`src/rtl/peci_host_pkg.sv`:
```
package peci_host_pkg;

    typedef enum logic [3:0] {
        ST_IDLE,
        ST_ADDR,
        ST_WLEN,
        ST_RLEN,
        ST_CMD,
        ST_DATA,
        ST_WFCS,
        ST_AWFCS,
        ST_RDATA,
        ST_RFCS,
        ST_FINISH
    } xfer_state_e;

    // CRC-8, polynomial x^8+x^2+x+1, MSB first
    function automatic logic [7:0] crc8_step(input logic [7:0] c, input logic [7:0] d);
        logic [7:0] r;
        r = c;
        for (int i = 7; i >= 0; i--) begin
            if (r[7] ^ d[i]) r = (r << 1) ^ 8'h07;
            else             r = r << 1;
        end
        return r;
    endfunction

endpackage

```
`src/rtl/peci_xfer_fsm.sv`:
```
module peci_xfer_fsm
    import peci_host_pkg::*;
#(
    parameter int BUF_DEPTH  = 16,
    parameter int TMO_CYCLES = 1000
) (
    input  logic       clk,
    input  logic       rst_n,
    input  logic       start_i,
    input  logic [7:0] tgt_addr_i,
    input  logic [7:0] cmd_i,
    input  logic [7:0] wr_len_i,
    input  logic [7:0] rd_len_i,
    input  logic       aw_en_i,
    output logic [7:0] wbuf_idx_o,
    input  logic [7:0] wbuf_byte_i,
    output logic       tx_valid_o,
    output logic [7:0] tx_data_o,
    input  logic       tx_ready_i,
    input  logic       rx_valid_i,
    input  logic [7:0] rx_data_i,
    output logic       rbuf_we_o,
    output logic [7:0] rbuf_idx_o,
    output logic       busy_o,
    output logic       done_o,
    output logic       crc_err_o,
    output logic       abort_o
);
    localparam int TMO_W = $clog2(TMO_CYCLES + 1);

    xfer_state_e state, nxt;
    logic [7:0]  crc, idx, pl;
    logic [TMO_W-1:0] tmo;
    logic        fire, tmo_hit, err_crc, err_abort;

    // payload count: write length minus command byte and optional AW byte
    always_comb begin
        if (wr_len_i <= (8'd1 + {7'd0, aw_en_i})) pl = 8'd0;
        else                                      pl = wr_len_i - 8'd1 - {7'd0, aw_en_i};
        if (pl > 8'(BUF_DEPTH)) pl = 8'(BUF_DEPTH);
    end

    assign fire    = tx_valid_o && tx_ready_i;
    assign tmo_hit = !rx_valid_i && (tmo == TMO_W'(TMO_CYCLES - 1));

    // state register and datapath
    always_ff @(posedge clk or negedge rst_n) begin
        if (!rst_n) begin
            state     <= ST_IDLE;
            crc       <= 8'd0;
            idx       <= 8'd0;
            tmo       <= '0;
            err_crc   <= 1'b0;
            err_abort <= 1'b0;
        end else begin
            state <= nxt;
            unique case (state)
                ST_IDLE: if (start_i) begin
                    crc <= 8'd0; idx <= 8'd0; err_crc <= 1'b0; err_abort <= 1'b0;
                end
                ST_ADDR, ST_WLEN, ST_RLEN, ST_CMD:
                    if (fire) crc <= crc8_step(crc, tx_data_o);
                ST_DATA: if (fire) begin
                    crc <= crc8_step(crc, tx_data_o);
                    idx <= idx + 8'd1;
                end
                ST_WFCS: if (fire && !(aw_en_i && wr_len_i != 8'd0)) begin
                    crc <= 8'd0; idx <= 8'd0; tmo <= '0;
                end
                ST_AWFCS: if (fire) begin
                    crc <= 8'd0; idx <= 8'd0; tmo <= '0;
                end
                ST_RDATA: begin
                    if (rx_valid_i) begin
                        crc <= crc8_step(crc, rx_data_i);
                        idx <= idx + 8'd1;
                        tmo <= '0;
                    end else begin
                        tmo <= tmo + 1'b1;
                        if (tmo_hit) err_abort <= 1'b1;
                    end
                end
                ST_RFCS: begin
                    if (rx_valid_i) begin
                        err_crc <= (rx_data_i != crc);
                        tmo     <= '0;
                    end else begin
                        tmo <= tmo + 1'b1;
                        if (tmo_hit) err_abort <= 1'b1;
                    end
                end
                ST_FINISH: ;
                default: ;
            endcase
        end
    end

    // next state and outputs
    always_comb begin
        nxt        = state;
        tx_valid_o = 1'b0;
        tx_data_o  = 8'd0;
        unique case (state)
            ST_IDLE:  if (start_i) nxt = ST_ADDR;
            ST_ADDR: begin
                tx_valid_o = 1'b1; tx_data_o = tgt_addr_i;
                if (fire) nxt = ST_WLEN;
            end
            ST_WLEN: begin
                tx_valid_o = 1'b1; tx_data_o = wr_len_i;
                if (fire) nxt = ST_RLEN;
            end
            ST_RLEN: begin
                tx_valid_o = 1'b1; tx_data_o = rd_len_i;
                if (fire) nxt = (wr_len_i == 8'd0) ? ST_WFCS : ST_CMD;
            end
            ST_CMD: begin
                tx_valid_o = 1'b1; tx_data_o = cmd_i;
                if (fire) nxt = (pl == 8'd0) ? ST_WFCS : ST_DATA;
            end
            ST_DATA: begin
                tx_valid_o = 1'b1; tx_data_o = wbuf_byte_i;
                if (fire && idx == pl - 8'd1) nxt = ST_WFCS;
            end
            ST_WFCS: begin
                tx_valid_o = 1'b1; tx_data_o = crc;
                if (fire) begin
                    if (aw_en_i && wr_len_i != 8'd0) nxt = ST_AWFCS;
                    else nxt = (rd_len_i == 8'd0) ? ST_FINISH : ST_RDATA;
                end
            end
            ST_AWFCS: begin
                tx_valid_o = 1'b1; tx_data_o = ~crc;
                if (fire) nxt = (rd_len_i == 8'd0) ? ST_FINISH : ST_RDATA;
            end
            ST_RDATA: begin
                if (rx_valid_i && idx == rd_len_i - 8'd1) nxt = ST_RFCS;
                else if (tmo_hit)                         nxt = ST_FINISH;
            end
            ST_RFCS:  if (rx_valid_i || tmo_hit) nxt = ST_FINISH;
            ST_FINISH: nxt = ST_IDLE;
            default:   nxt = ST_IDLE;
        endcase
    end

    assign wbuf_idx_o = idx;
    assign rbuf_idx_o = idx;
    assign rbuf_we_o  = (state == ST_RDATA) && rx_valid_i;
    assign busy_o     = (state != ST_IDLE);
    assign done_o     = (state == ST_FINISH);
    assign crc_err_o  = err_crc;
    assign abort_o    = err_abort;

endmodule

```
`src/rtl/peci_host_ctrl.sv`:
```
module peci_host_ctrl
    import peci_host_pkg::*;
#(
    parameter int BUF_DEPTH  = 16,
    parameter int TMO_CYCLES = 1000
) (
    input  logic       clk,
    input  logic       rst_n,
    input  logic       reg_we,
    input  logic [7:0] reg_addr,
    input  logic [7:0] reg_wdata,
    output logic [7:0] reg_rdata,
    output logic       tx_valid,
    output logic [7:0] tx_data,
    input  logic       tx_ready,
    input  logic       rx_valid,
    input  logic [7:0] rx_data,
    output logic       irq,
    output logic [4:0] bit_rate_div,
    output logic       fast_mode
);
    localparam int         IDX_W     = $clog2(BUF_DEPTH);
    localparam logic [7:0] A_CTRL    = 8'h00;
    localparam logic [7:0] A_TADDR   = 8'h01;
    localparam logic [7:0] A_CMD     = 8'h02;
    localparam logic [7:0] A_WLEN    = 8'h03;
    localparam logic [7:0] A_RLEN    = 8'h04;
    localparam logic [7:0] A_RATE    = 8'h05;
    localparam logic [7:0] WBUF_BASE = 8'h40;
    localparam logic [7:0] RBUF_BASE = 8'h80;
    localparam logic [7:0] WL_MAX    = 8'(BUF_DEPTH + 2);
    localparam logic [7:0] RL_MAX    = 8'(BUF_DEPTH);

    logic [7:0] tgt_addr_q, cmd_q, wr_len_q, rd_len_q, rate_q;
    logic [7:0] wbuf [BUF_DEPTH];
    logic [7:0] rbuf [BUF_DEPTH];
    logic       sts_done, sts_crc, sts_abort, ie_q, aw_q;
    logic       busy, start_req, f_done, f_crc, f_abort, rbuf_we;
    logic [7:0] wbuf_idx, rbuf_idx, woff, roff;
    logic       ctrl_wr;

    assign ctrl_wr   = reg_we && (reg_addr == A_CTRL);
    assign start_req = ctrl_wr && reg_wdata[0] && !busy;
    assign woff      = reg_addr - WBUF_BASE;
    assign roff      = reg_addr - RBUF_BASE;

    always_ff @(posedge clk or negedge rst_n) begin
        if (!rst_n) begin
            tgt_addr_q <= 8'd0; cmd_q <= 8'd0; wr_len_q <= 8'd0;
            rd_len_q <= 8'd0; rate_q <= 8'd0;
            sts_done <= 1'b0; sts_crc <= 1'b0; sts_abort <= 1'b0;
            ie_q <= 1'b0; aw_q <= 1'b0;
        end else begin
            if (ctrl_wr) begin
                ie_q <= reg_wdata[2];
                aw_q <= reg_wdata[5];
                if (reg_wdata[1]) sts_done  <= 1'b0;
                if (reg_wdata[3]) sts_crc   <= 1'b0;
                if (reg_wdata[4]) sts_abort <= 1'b0;
            end
            if (reg_we) begin
                unique case (reg_addr)
                    A_TADDR: tgt_addr_q <= reg_wdata;
                    A_CMD:   cmd_q      <= reg_wdata;
                    A_WLEN:  wr_len_q   <= (reg_wdata > WL_MAX) ? WL_MAX : reg_wdata;
                    A_RLEN:  rd_len_q   <= (reg_wdata > RL_MAX) ? RL_MAX : reg_wdata;
                    A_RATE:  rate_q     <= reg_wdata & 8'h5F;
                    default: ;
                endcase
            end
            if (f_done) begin
                sts_done <= 1'b1;
                if (f_crc)   sts_crc   <= 1'b1;
                if (f_abort) sts_abort <= 1'b1;
            end
        end
    end

    // payload and response buffers
    always_ff @(posedge clk) begin
        if (reg_we && reg_addr >= WBUF_BASE && woff < 8'(BUF_DEPTH))
            wbuf[woff[IDX_W-1:0]] <= reg_wdata;
        if (rbuf_we && rbuf_idx < 8'(BUF_DEPTH))
            rbuf[rbuf_idx[IDX_W-1:0]] <= rx_data;
    end

    always_comb begin
        reg_rdata = 8'd0;
        unique case (reg_addr)
            A_CTRL:  reg_rdata = {2'b00, aw_q, sts_abort, sts_crc, ie_q, sts_done, busy};
            A_TADDR: reg_rdata = tgt_addr_q;
            A_CMD:   reg_rdata = cmd_q;
            A_WLEN:  reg_rdata = wr_len_q;
            A_RLEN:  reg_rdata = rd_len_q;
            A_RATE:  reg_rdata = rate_q;
            default: begin
                if (reg_addr >= WBUF_BASE && woff < 8'(BUF_DEPTH))
                    reg_rdata = wbuf[woff[IDX_W-1:0]];
                else if (reg_addr >= RBUF_BASE && roff < 8'(BUF_DEPTH))
                    reg_rdata = rbuf[roff[IDX_W-1:0]];
            end
        endcase
    end

    peci_xfer_fsm #(.BUF_DEPTH(BUF_DEPTH), .TMO_CYCLES(TMO_CYCLES)) fsm_i (
        .clk(clk), .rst_n(rst_n), .start_i(start_req),
        .tgt_addr_i(tgt_addr_q), .cmd_i(cmd_q), .wr_len_i(wr_len_q),
        .rd_len_i(rd_len_q), .aw_en_i(aw_q),
        .wbuf_idx_o(wbuf_idx), .wbuf_byte_i(wbuf[wbuf_idx[IDX_W-1:0]]),
        .tx_valid_o(tx_valid), .tx_data_o(tx_data), .tx_ready_i(tx_ready),
        .rx_valid_i(rx_valid), .rx_data_i(rx_data),
        .rbuf_we_o(rbuf_we), .rbuf_idx_o(rbuf_idx),
        .busy_o(busy), .done_o(f_done), .crc_err_o(f_crc), .abort_o(f_abort)
    );

    assign irq          = sts_done && ie_q;
    assign bit_rate_div = rate_q[4:0];
    assign fast_mode    = rate_q[6] || (rate_q[4:0] < 5'd7);

endmodule

```
`config.mk`:
```
export PLATFORM = sky130hd
export DESIGN_NAME = peci_host_ctrl
export DESIGN_NICKNAME = d
export VERILOG_FILES = /design/src/rtl/peci_host_pkg.sv /design/src/rtl/peci_xfer_fsm.sv /design/src/rtl/peci_host_ctrl.sv
export SDC_FILE = /design/constraint.sdc
export NUM_CORES = 1
export LEC_CHECK = 0
export BUFFER_PORTS_ARGS = -buffer_cell sky130_fd_sc_hd__buf_2
export CAP_MARGIN = 25
export CORE_MARGIN = 2
export CORE_UTILIZATION = 63
export DETAILED_ROUTE_END_ITERATION = 12
export PLACE_DENSITY = 0.85
export SKIP_CTS_REPAIR_TIMING = 1
export SLEW_MARGIN = 25
export SYNTH_ARGS = -nofsm -noshare
export SYNTH_HDL_FRONTEND = slang
export SYNTH_SLANG_ARGS = --single-unit
```
`constraint.sdc`:
```
create_clock -name clk -period 4.7 [get_ports clk]
set_input_delay 0.47 -clock clk [delete_from_list [all_inputs] [get_ports clk]]
set_output_delay 0.47 -clock clk [all_outputs]
set_load 0.005 [all_outputs]
```
==> reports/qor.txt, run 1 <==
hpwl dp - 28950 um
initial antenna violation count - 0
CTS tree - done
Max Freq - 248.4 MHz
commonest non-fill, non-tap cell in the layout - edfxtp_1
final hold violations - 27
clock buffer depth - 3
final setup violation count - 0
CTS buffer count - 36
critical path's slowest cell - a2111oi_0
fraction of registers with async set/reset - 0.2266
DRT Wirelength - 44680 um
Die Ht - 168.4 um
Starting Density - 0.6371
pin count of the biggest net entering global routing - 76
ys flop type - edfxtp_1
first-pass GRT wire length - 67900 um
cell area after layout - 18560 um2
Post-route DRC - 0
Min Hold Slack - -0.02928 ns
Post-Syn Area per Cell - 14.33 um2
root buf cell - clkbuf_16
register area share after synthesis - 0.5617
met2 global-route usage - 0.4972
maxcap violations - 0
IO buf count - 52
Clock Latency Late Sink - 0.53 ns
EDFF count, synth - 256
placed cell count - 1514
crit-path leading delay family - compound AO/OA/AOI/OAI gates
post-layout min period - 4.025 ns
TNS Setup - 0 ns
Final Power - 8.966 mW
antenna viol nets, final - 0
GRT Util Overall - 0.3200
Core Rows - 60
maximum VDD drop - 0.0003397 V
crit-path cells - inv_1, ha_1, inv_1, ha_1, o21bai_1, a211oi_1, o221a_2, nand2b_1, ha_1, xor2_1, o2111ai_1, a31o_2, a2111oi_0, o2111ai_1, o21ai_0, o21ai_0
Fillers - 1665
DIE AREA - 28360 um2
CP max stage delay - 0.42 ns
WL per Instance - 28.37 um
Hold/Removal Path Class - input port to asynchronous set/reset pin
clock net sink count - 331
area added between synthesis and finish - 9.009%
synthesized cell area - 17030 um2
share of cells above drive strength 1 - 0.2261
cell area power density - 483.1 nW/um2
CP Capture Type - flip-flop
antenna cell count - 0
GRT busiest layer - met2
CP bufs+invs - 2
WS Path Type - flip-flop to flip-flop
CP Launch Type - flip-flop
GRT overflow - 0
GR met3 Demand/Resource - 0.06512
Final #Nets - 1254
measured slew at the worst slew-check pin - 1.078 ns
vias in the first global route - 11158
most frequent cells in the layout - edfxtp_1, mux4_2, nor2_1
RSZ-0062 raised after global routing - no
Core Region - 26730 um2
leakage - 6.539 nW
cells after synthesis - 1188
placed inst area - 17390 um2
Layout Skew - 0.01682 ns
vias per cell - 7.265
met1 usage - 0.4486
total I/O pin count - 53
worst-path maximum fanout - 9
clk slew on worst S/H paths - 0.06 ns
Vias - 11442
H-tree levels - 2
Synth warnings - 0
CP most frequent cell - ha_1
Post-Syn Nets - 1231
Yosys reg bits - 331
status - complete, but fails checks
first-pass iteration count of the detailed router - 6
Slew Limit Fails - 0
Die W - 168.4 um
Iter 0 DRT Violations - 1696
Cell Count, Final, Fillers Out - 1575
Worst Path Arrival - 4.41 ns
Tcrit/Tclk final - 0.8564
failing checks - hold timing
Distinct cells, synth - 89
Critical Path RT - 5.08 ns
Max-Slew Margin vs Limit - 0.2817
Final Wtd Congestion - 0.9806
==> worst reg2reg max path, cell delays in order (launching register included) <==
cell and delay [ns]:
dfrtp_1 0.39, inv_1 0.14, ha_1 0.30, inv_1 0.07, ha_1 0.31, o21bai_1 0.22, a211oi_1 0.33, o221a_2 0.30
nand2b_1 0.07, ha_1 0.31, xor2_1 0.14, o2111ai_1 0.12, a31o_2 0.24, a2111oi_0 0.42, o2111ai_1 0.17, o21ai_0 0.26
o21ai_0 0.12
==> sequential cells by signal, indices dropped and copies added, names as in the netlist <==
signal,cells
sts_done,1
fsm_i.abort_o,1
aw_q,1
fsm_i.state,4
tgt_addr_q,8
fsm_i.crc,8
wbuf,128
ie_q,1
rbuf,128
rate_q,6
wr_len_q,8
fsm_i.tmo,10
sts_abort,1
rd_len_q,8
fsm_i.crc_err_o,1
cmd_q,8
sts_crc,1
fsm_i.rbuf_idx_o,8
==> worst paths after layout <==
kind,start,to,slack [ns],cells after the start
min in group clk,rx_data[3],rbuf[12][3],0.37,1
setup / recovery,aw_q,fsm_i.state[0],0.67,16
hold reg to reg,sts_crc,sts_crc,0.51,1
setup reg to reg,aw_q,fsm_i.state[0],0.67,16
max in group asynchronous,rst_n,fsm_i.rbuf_idx_o[0],4.22,1
hold / removal,rst_n,fsm_i.tmo[5],-0.03,1
==> cell families after synthesis <==
group,synth area share
AOI/OAI and AO/OA,0.08517
xor gates and xnor gates,0.03696
adders and majority gates,0.01029
buffers and inverters,0.03380
DFF,0.5617
muxes,0.1828
and+or+nand+nor,0.08921
==> through the flow <==
| stage | setup slack (ns) | util |
|---|---|---|
| after detailed placement | 0.8391 | 0.6506 |
| after floorplan | 1.142 | - |
| after global placement | 0.9650 | 0.6506 |
| final | 0.6749 | 0.6945 |
| after CTS | 0.7982 | 0.6941 |
| after global routing | 0.3807 | 0.6945 |
==> routing by layer <==
| layer | vias to the layer above | wire length (um) |
|---|---|---|
| li1 | 4725 | - |
| met1 | 5712 | 16780 |
| met2 | 837 | 21140 |
| met3 | 168 | 4599 |
| met4 | 0 | 2154 |
| met5 | - | 0 |
==> synthesized netlist by cell type (4+ instances only) <==
| master | n | area [um2] |
|---|---|---|
| edfxtp_1 | 256 | 7687 |
| mux4_2 | 99 | 2230 |
| nor2_1 | 81 | 304.0 |
| nand2_1 | 78 | 292.8 |
| dfrtp_1 | 75 | 1877 |
| o21ai_0 | 56 | 280.3 |
| clkbuf_1 | 40 | 150.1 |
| xnor2_1 | 40 | 350.3 |
| a21oi_1 | 32 | 160.2 |
| nor3_1 | 31 | 155.2 |
| mux2_2 | 27 | 304.0 |
| xor2_1 | 24 | 210.2 |
| nand3_1 | 23 | 115.1 |
| inv_1 | 21 | 78.83 |
| mux4_1 | 15 | 394.1 |
| nor2b_1 | 15 | 93.84 |
| ha_1 | 14 | 175.2 |
| and2_1 | 13 | 81.33 |
| buf_1 | 12 | 45.04 |
| a21o_1 | 11 | 82.58 |
| a22oi_1 | 11 | 82.58 |
| buf_2 | 11 | 55.05 |
| mux2i_1 | 11 | 110.1 |
| a211oi_1 | 10 | 75.07 |
| nand2b_1 | 10 | 62.56 |
| a31oi_1 | 9 | 56.30 |
| a221oi_1 | 8 | 70.07 |
| a22o_1 | 8 | 70.07 |
| and3_1 | 8 | 50.05 |
| buf_4 | 8 | 60.06 |
| nor4_1 | 7 | 43.79 |
| o31ai_1 | 7 | 52.55 |
| buf_6 | 6 | 67.56 |
| clkbuf_8 | 6 | 82.58 |
| o211ai_1 | 6 | 45.04 |
| a2111oi_0 | 5 | 43.79 |
| a32oi_1 | 5 | 43.79 |
| nand4_1 | 5 | 31.28 |
| or2_2 | 5 | 31.28 |
| nor3b_1 | 4 | 30.03 |
| nor4b_1 | 4 | 35.03 |
| o21bai_1 | 4 | 30.03 |
==> power by group <==
| group | leakage, nW | internal, mW | switching (mW) | total [mW] |
|---|---|---|---|---|
| logic | 2.66 | 1.15 | 1.52 | 2.67 |
| registers | 3.30 | 3.26 | 0.208 | 3.47 |
| clock network | 0.569 | 1.68 | 1.15 | 2.83 |
| total | 6.54 | 6.08 | 2.88 | 8.97 |
==> final cells by class <==
class	instances	area [um2]	share of cell area
timing repair buffer	70	419.2	0.02258
inverter	22	82.58	0.004449
clock inverter	22	252.7	0.01362
clock buffer	39	912.1	0.04914
sequential	331	9565	0.5154
multi-input combinational	750	6902	0.3718
tap	341	426.7	0.02299
(Power assumes the default switching activity.)
==> run 2: changes to the inputs <==
--- a/config.mk
+++ b/config.mk
@@ -5,12 +5,12 @@
 export SDC_FILE = /design/constraint.sdc
 export NUM_CORES = 1
 export LEC_CHECK = 0
+export ABC_AREA = 1
 export BUFFER_PORTS_ARGS = -buffer_cell sky130_fd_sc_hd__buf_2
-export CAP_MARGIN = 25
 export CORE_MARGIN = 2
-export CORE_UTILIZATION = 63
+export CORE_UTILIZATION = 60
 export DETAILED_ROUTE_END_ITERATION = 12
-export PLACE_DENSITY = 0.85
+export PLACE_DENSITY = 0.81
 export SKIP_CTS_REPAIR_TIMING = 1
 export SLEW_MARGIN = 25
 export SYNTH_ARGS = -nofsm -noshare
==> run 2 against run 1 <==
Highest routed layer is now met5. Total power is 0.55% lower. Clock power is 3% lower. Largest cell class unchanged. Non-clock buffer count is 12 higher. Core utilization is 1.8 points lower. Critical path type is now flip-flop to output pin. Register-to-register slack better by 0.66 ns. Hold slack worse by 0.0045 ns. The run still ends with hold timing left.
==> reports/qor.txt, run 2 <==
RSZ-0062 raised after global routing - no
CP max stage delay - 0.72 ns
Hold/Removal Path Class - input port to asynchronous set/reset pin
commonest non-fill, non-tap cell in the layout - nand2_1
pin count of the biggest net entering global routing - 76
TNS Setup - 0 ns
antenna viol nets, final - 0
GRT Util Overall - 0.3542
multi-input logic area - 5897 um2
Final Wtd Congestion - 1.002
maxcap violations - 0
share of cells above drive strength 1 - 0.1124
WS Path Type - flip-flop to output pin
Post-Syn Nets - 1768
Post-Syn Area per Cell - 9.551 um2
cell area power density - 489.4 nW/um2
clock buffer depth - 3
Synth top area share - 0.4666
crit-path cells - inv_2, buf_4, o21ai_0, o22ai_1, nand2_1, nand3_1, o21ai_1, nand2_1, buf_2
post-layout min period - 3.659 ns
CTS tree - done
R2R setup slack - 1.33 ns
CTS buffer count - 36
CP Capture Type - output pin
initial antenna violation count - 2
maximum VDD drop - 0.0005299 V
fraction of registers with async set/reset - 0.2266
Final #Nets - 1822
clk slew on worst S/H paths - 0.06 ns
WL per Instance - 23.59 um
most frequent cells in the layout - nand2_1, edfxtp_1, nor2_1
synthesized cell area - 16480 um2
Worst Path Arrival - 3.19 ns
reg-to-reg startpoint - aw_q
Clock Latency Late Sink - 0.55 ns
Iter 0 DRT Violations - 2009
Core Rows - 60
fin util - 0.6760
FF-to-FF path depth - 20
area added between synthesis and finish - 10.59%
final hold violations - 14
failing checks - hold timing
antenna cell count - 0
met2 global-route usage - 0.5523
register area share after synthesis - 0.5805
cells after synthesis - 1725
Layout Skew - 0.02460 ns
Max Freq - 273.3 MHz
vias per cell - 6.446
cell area after layout - 18220 um2
Synth warnings - 0
Reg-to-Reg End - fsm_i.state[1]
GRT busiest layer - met2
top-count cell post-synth - nand2_1
measured slew at the worst slew-check pin - 1.117 ns
CP most frequent cell - nand2_1
Seq. cell area - 9565 um2
worst slack, placed - 1.296 ns
placed cell count - 2082
Final Power - 8.917 mW
first-pass iteration count of the detailed router - 9
Commonest cells post-synth - nand2_1, edfxtp_1, nor2_1
DRT Wirelength - 50650 um
clock net sink count - 331
Vias - 13839
critical path's slowest cell - dfrtp_2
placed inst area - 17090 um2
GR met3 Demand/Resource - 0.06576
hpwl dp - 35000 um
Starting Density - 0.6113
Core Region - 26950 um2
worst-path maximum fanout - 71
leakage - 7.098 nW
Max-Slew Margin vs Limit - 0.2523
Min Hold Slack - -0.03380 ns
GRT overflow - 0
Post-route DRC - 0
post-synth top area cell - edfxtp_1
ys flop type - edfxtp_1
setup ws final - 1.041 ns
IO buf count - 52
Area contributors post-synth - edfxtp_1, dfrtp_1, nand2_1
Distinct cells, synth - 55
Die Ht - 169.7 um
Cell Count, Final, Fillers Out - 2147
EDFF count, synth - 256
status - complete, but fails checks
DIE AREA - 28800 um2
final setup violation count - 0
root buf cell - clkbuf_16
vias in the first global route - 13150
Fillers - 2057
Slew Limit Fails - 0
first-pass GRT wire length - 76390 um
H-tree levels - 2
CP Launch Type - flip-flop
Tcrit/Tclk final - 0.7785
Yosys reg bits - 331
total I/O pin count - 53
Critical Path RT - 4.23 ns
met1 usage - 0.4900
Die W - 169.7 um
## run 2: cell families (layout without fill, tap and decap cells)
kind of cell / count (synthesis) / count (layout) / share of synthesized area
AND/OR/NAND/NOR: 686 / 686 / 0.1816
AO/OA/AOI/OAI: 403 / 403 / 0.1472
flip-flops: 331 / 331 / 0.5805
buffers and inverters: 258 / 339 / 0.06204
XOR/XNOR: 32 / 32 / 0.01747
adder cells (fa/ha/maj): 14 / 14 / 0.01063
multiplexers: 1 / 1 / 0.0006076
## run 2: power breakdown
| part | leakage [nW] | internal, mW | switching [mW] |
|---|---|---|---|
| combinational | 3.31 | 0.842 | 1.88 |
| sequential | 3.25 | 3.28 | 0.169 |
| clock | 0.538 | 1.57 | 1.18 |
## run 2: critical path: cells and delay by family (launching register included)
family,cells,cell delay (ns)
AND/OR/NAND/NOR,3,0.45
AO/OA/AOI/OAI,3,0.87
flip-flops,1,0.72
buffers and inverters,3,0.59
## run 2: worst max path at each step
stage / from / to / slack (ns)
CTS: fsm_i.rbuf_idx_o[0] / tx_data[2] / 1.20
global placement: reg_addr[1] / reg_rdata[4] / 1.21
global route: aw_q / fsm_i.state[2] / 0.93
finish: fsm_i.rbuf_idx_o[0] / tx_data[3] / 1.04
detailed placement: reg_addr[1] / reg_rdata[0] / 1.30
floorplan: aw_q / fsm_i.state[0] / 1.83
## run 2: layout make-up
cell class,instances,share of cell area
clock buffers,53,0.05350
clock inverters,12,0.007897
inverters,192,0.03955
multi-input cells,1136,0.3237
flip-flops and latches,331,0.5250
well taps,341,0.02342
repair buffers,82,0.02699
## run 2: routing by layer
metal / vias up / share of wire
met5: - / 0.00026
li1: 6173 / -
met3: 161 / 0.11
met1: 6587 / 0.38
met4: 2 / 0.046
met2: 916 / 0.46
==> run 3: changes to the inputs <==
--- a/config.mk
+++ b/config.mk
@@ -5,7 +5,7 @@
 export SDC_FILE = /design/constraint.sdc
 export NUM_CORES = 1
 export LEC_CHECK = 0
-export ABC_AREA = 1
+export ABC_AREA = 0
 export BUFFER_PORTS_ARGS = -buffer_cell sky130_fd_sc_hd__buf_2
 export CORE_MARGIN = 2
 export CORE_UTILIZATION = 60
==> constraint.sdc (replaced) <==
create_clock -name clk -period 3.5 [get_ports clk]
set_input_delay 0.35 -clock clk [delete_from_list [all_inputs] [get_ports clk]]
set_output_delay 0.35 -clock clk [all_outputs]
set_load 0.005 [all_outputs]
==> run 3 against run 2 <==
Highest routed layer is now met4. Clock skew grew 0.00050 ns. First-iteration DRC count is 19% lower. Routed wire length decreased by 10%. Sequential share of layout area shrank 2.3 points. Total power up 34%. Flip-flop and latch count did not move. Die area is 3.3% higher. Final cell count shrank 22%. Count of clock-buffer cells in the layout fell by 10. The flow now finishes without violations. Register-to-register slack lost 1.2 ns. Clock power grew 29%.
==> reports/qor.txt, run 3 (same netlist as run 1, synthesis figures left out) <==
maximum VDD drop - 0.0004271 V
clock net sink count - 331
DIE AREA - 29740 um2
Clock Latency Late Sink - 0.53 ns
share of cells above drive strength 1 - 0.2583
post-layout min period - 3.400 ns
first-pass iteration count of the detailed router - 7
root buf cell - clkbuf_16
final hold violations - 0
Vias - 11559
DRT Wirelength - 45490 um
Critical Path RT - 3.15 ns
Final #Nets - 1312
Slew Limit Fails - 0
Post-route DRC - 0
Hold/Removal Path Class - input port to flip-flop
sequential share of power - 0.387
H-tree levels - 2
Max Freq - 294.2 MHz
cell area power density - 628.6 nW/um2
final setup violation count - 0
reg-to-reg startpoint - aw_q
switching power total - 3.847 mW
vias in the first global route - 11051
clk slew on worst S/H paths - 0.06 ns
Final Wtd Congestion - 0.9795
Fillers - 1826
WL per Instance - 27.29 um
total I/O pin count - 53
CP Launch Type - flip-flop
CTS tree - done
GRT overflow - 0
FF-to-FF path depth - 16
clock buffer depth - 3
antenna viol nets, final - 0
vias per cell - 6.934
most frequent cells in the layout - edfxtp_1, mux4_2, nor2_1
worst-path maximum fanout - 11
Die W - 172.5 um
fin util - 0.6837
Core Rows - 61
Core Region - 27860 um2
measured slew at the worst slew-check pin - 1.130 ns
Logic pwr share - 0.316
Clock power frac - 0.297
Cell Count, Final, Fillers Out - 1667
sw frac - 0.3213
CTS buffer count - 35
hold path startpoint - reg_wdata[4]
Iter 0 DRT Violations - 1618
Final Power - 11.97 mW
IO buf count - 52
antenna cell count - 0
WS Path Type - flip-flop to output pin
hpwl dp - 30550 um
area added between synthesis and finish - 11.87%
Worst Hold End - wbuf[13][4]
Layout Skew - 0.02510 ns
GRT Util Overall - 0.3127
placed cell count - 1607
Min Hold Slack - 0.1876 ns
first-pass GRT wire length - 68440 um
Tcrit/Tclk final - 0.9713
leakage - 6.822 nW
initial antenna violation count - 0
Die Ht - 172.5 um
commonest non-fill, non-tap cell in the layout - edfxtp_1
pin count of the biggest net entering global routing - 76
maxcap violations - 0
R2R setup slack - 0.14 ns
Worst Path Arrival - 3.05 ns
CP Capture Type - output pin
Int Pwr - 8.126 mW
Hold Path Depth - 1
Max-Slew Margin vs Limit - 0.2446
Reg-to-Reg End - fsm_i.state[1]
Starting Density - 0.6112
status - finished, final reports clean
-- run 3: layout make-up --
cell class	count	area, um2	area share
Timing Repair Buffer	129	914.6	0.04802
Clock buffer	43	915.9	0.04809
Inverter	22	82.58	0.004336
Multi-Input combinational cell	750	6934	0.3641
Clock inverter	14	160.2	0.008408
Sequential cell	331	9567	0.5023
Tap cell	378	473.0	0.02483
-- run 3: per-layer routing --
layer / track usage / part of all wire / wire length [um] / vias up
li1: - / - / - / 4835
met1: 0.4328 / 0.38 / 17180 / 5755
met2: 0.5045 / 0.49 / 22070 / 831
met3: 0.05081 / 0.096 / 4384 / 138
met4: 0.1217 / 0.041 / 1851 / 0
met5: 0 / 0 / 0 / -
-- run 3: stage by stage --
stage,setup WS [ns],TNS (ns),cell area [um2]
after floorplan,0.01430,0,17030
after CTS,0.009218,0,18980
after global routing,-0.04287,-0.06095,19050
final,0.1005,0,19050
after detailed placement,0.01984,0,17900
after global placement,0.1748,0,17900
-- run 3: worst max path at each step --
stage	startpoint	end	slack, ns	depth (start not counted)
after detailed placement	aw_q	fsm_i.state[0]	0.02	16
after global placement	aw_q	fsm_i.state[0]	0.17	16
after floorplan	aw_q	fsm_i.state[0]	0.01	17
after CTS	aw_q	fsm_i.state[0]	0.009	16
final	fsm_i.state[3]	reg_rdata[0]	0.10	8
after global routing	aw_q	fsm_i.state[1]	-0.04	16
-- run 3: power groups by stage --
stage | Sequential [mW] | Clock, mW | Combinational, mW
finish | 4.63 | 3.55 | 3.78
global route | 4.65 | 3.71 | 4.04
CTS | 4.63 | 3.58 | 3.71
detailed placement | 4.70 | 0 | 3.67
global placement | 4.70 | 0 | 3.58
floorplan | 4.53 | 0 | 2.82
-- run 3: worst max-delay path, stage by stage, from the launching register on --
cell and delay (ns):
dfrtp_1 0.51, or2_2 0.42, nor3_1 0.17, buf_4 0.17
inv_1 0.04, mux4_2 0.47, a222oi_1 0.41, o211ai_1 0.18
buf_2 0.16
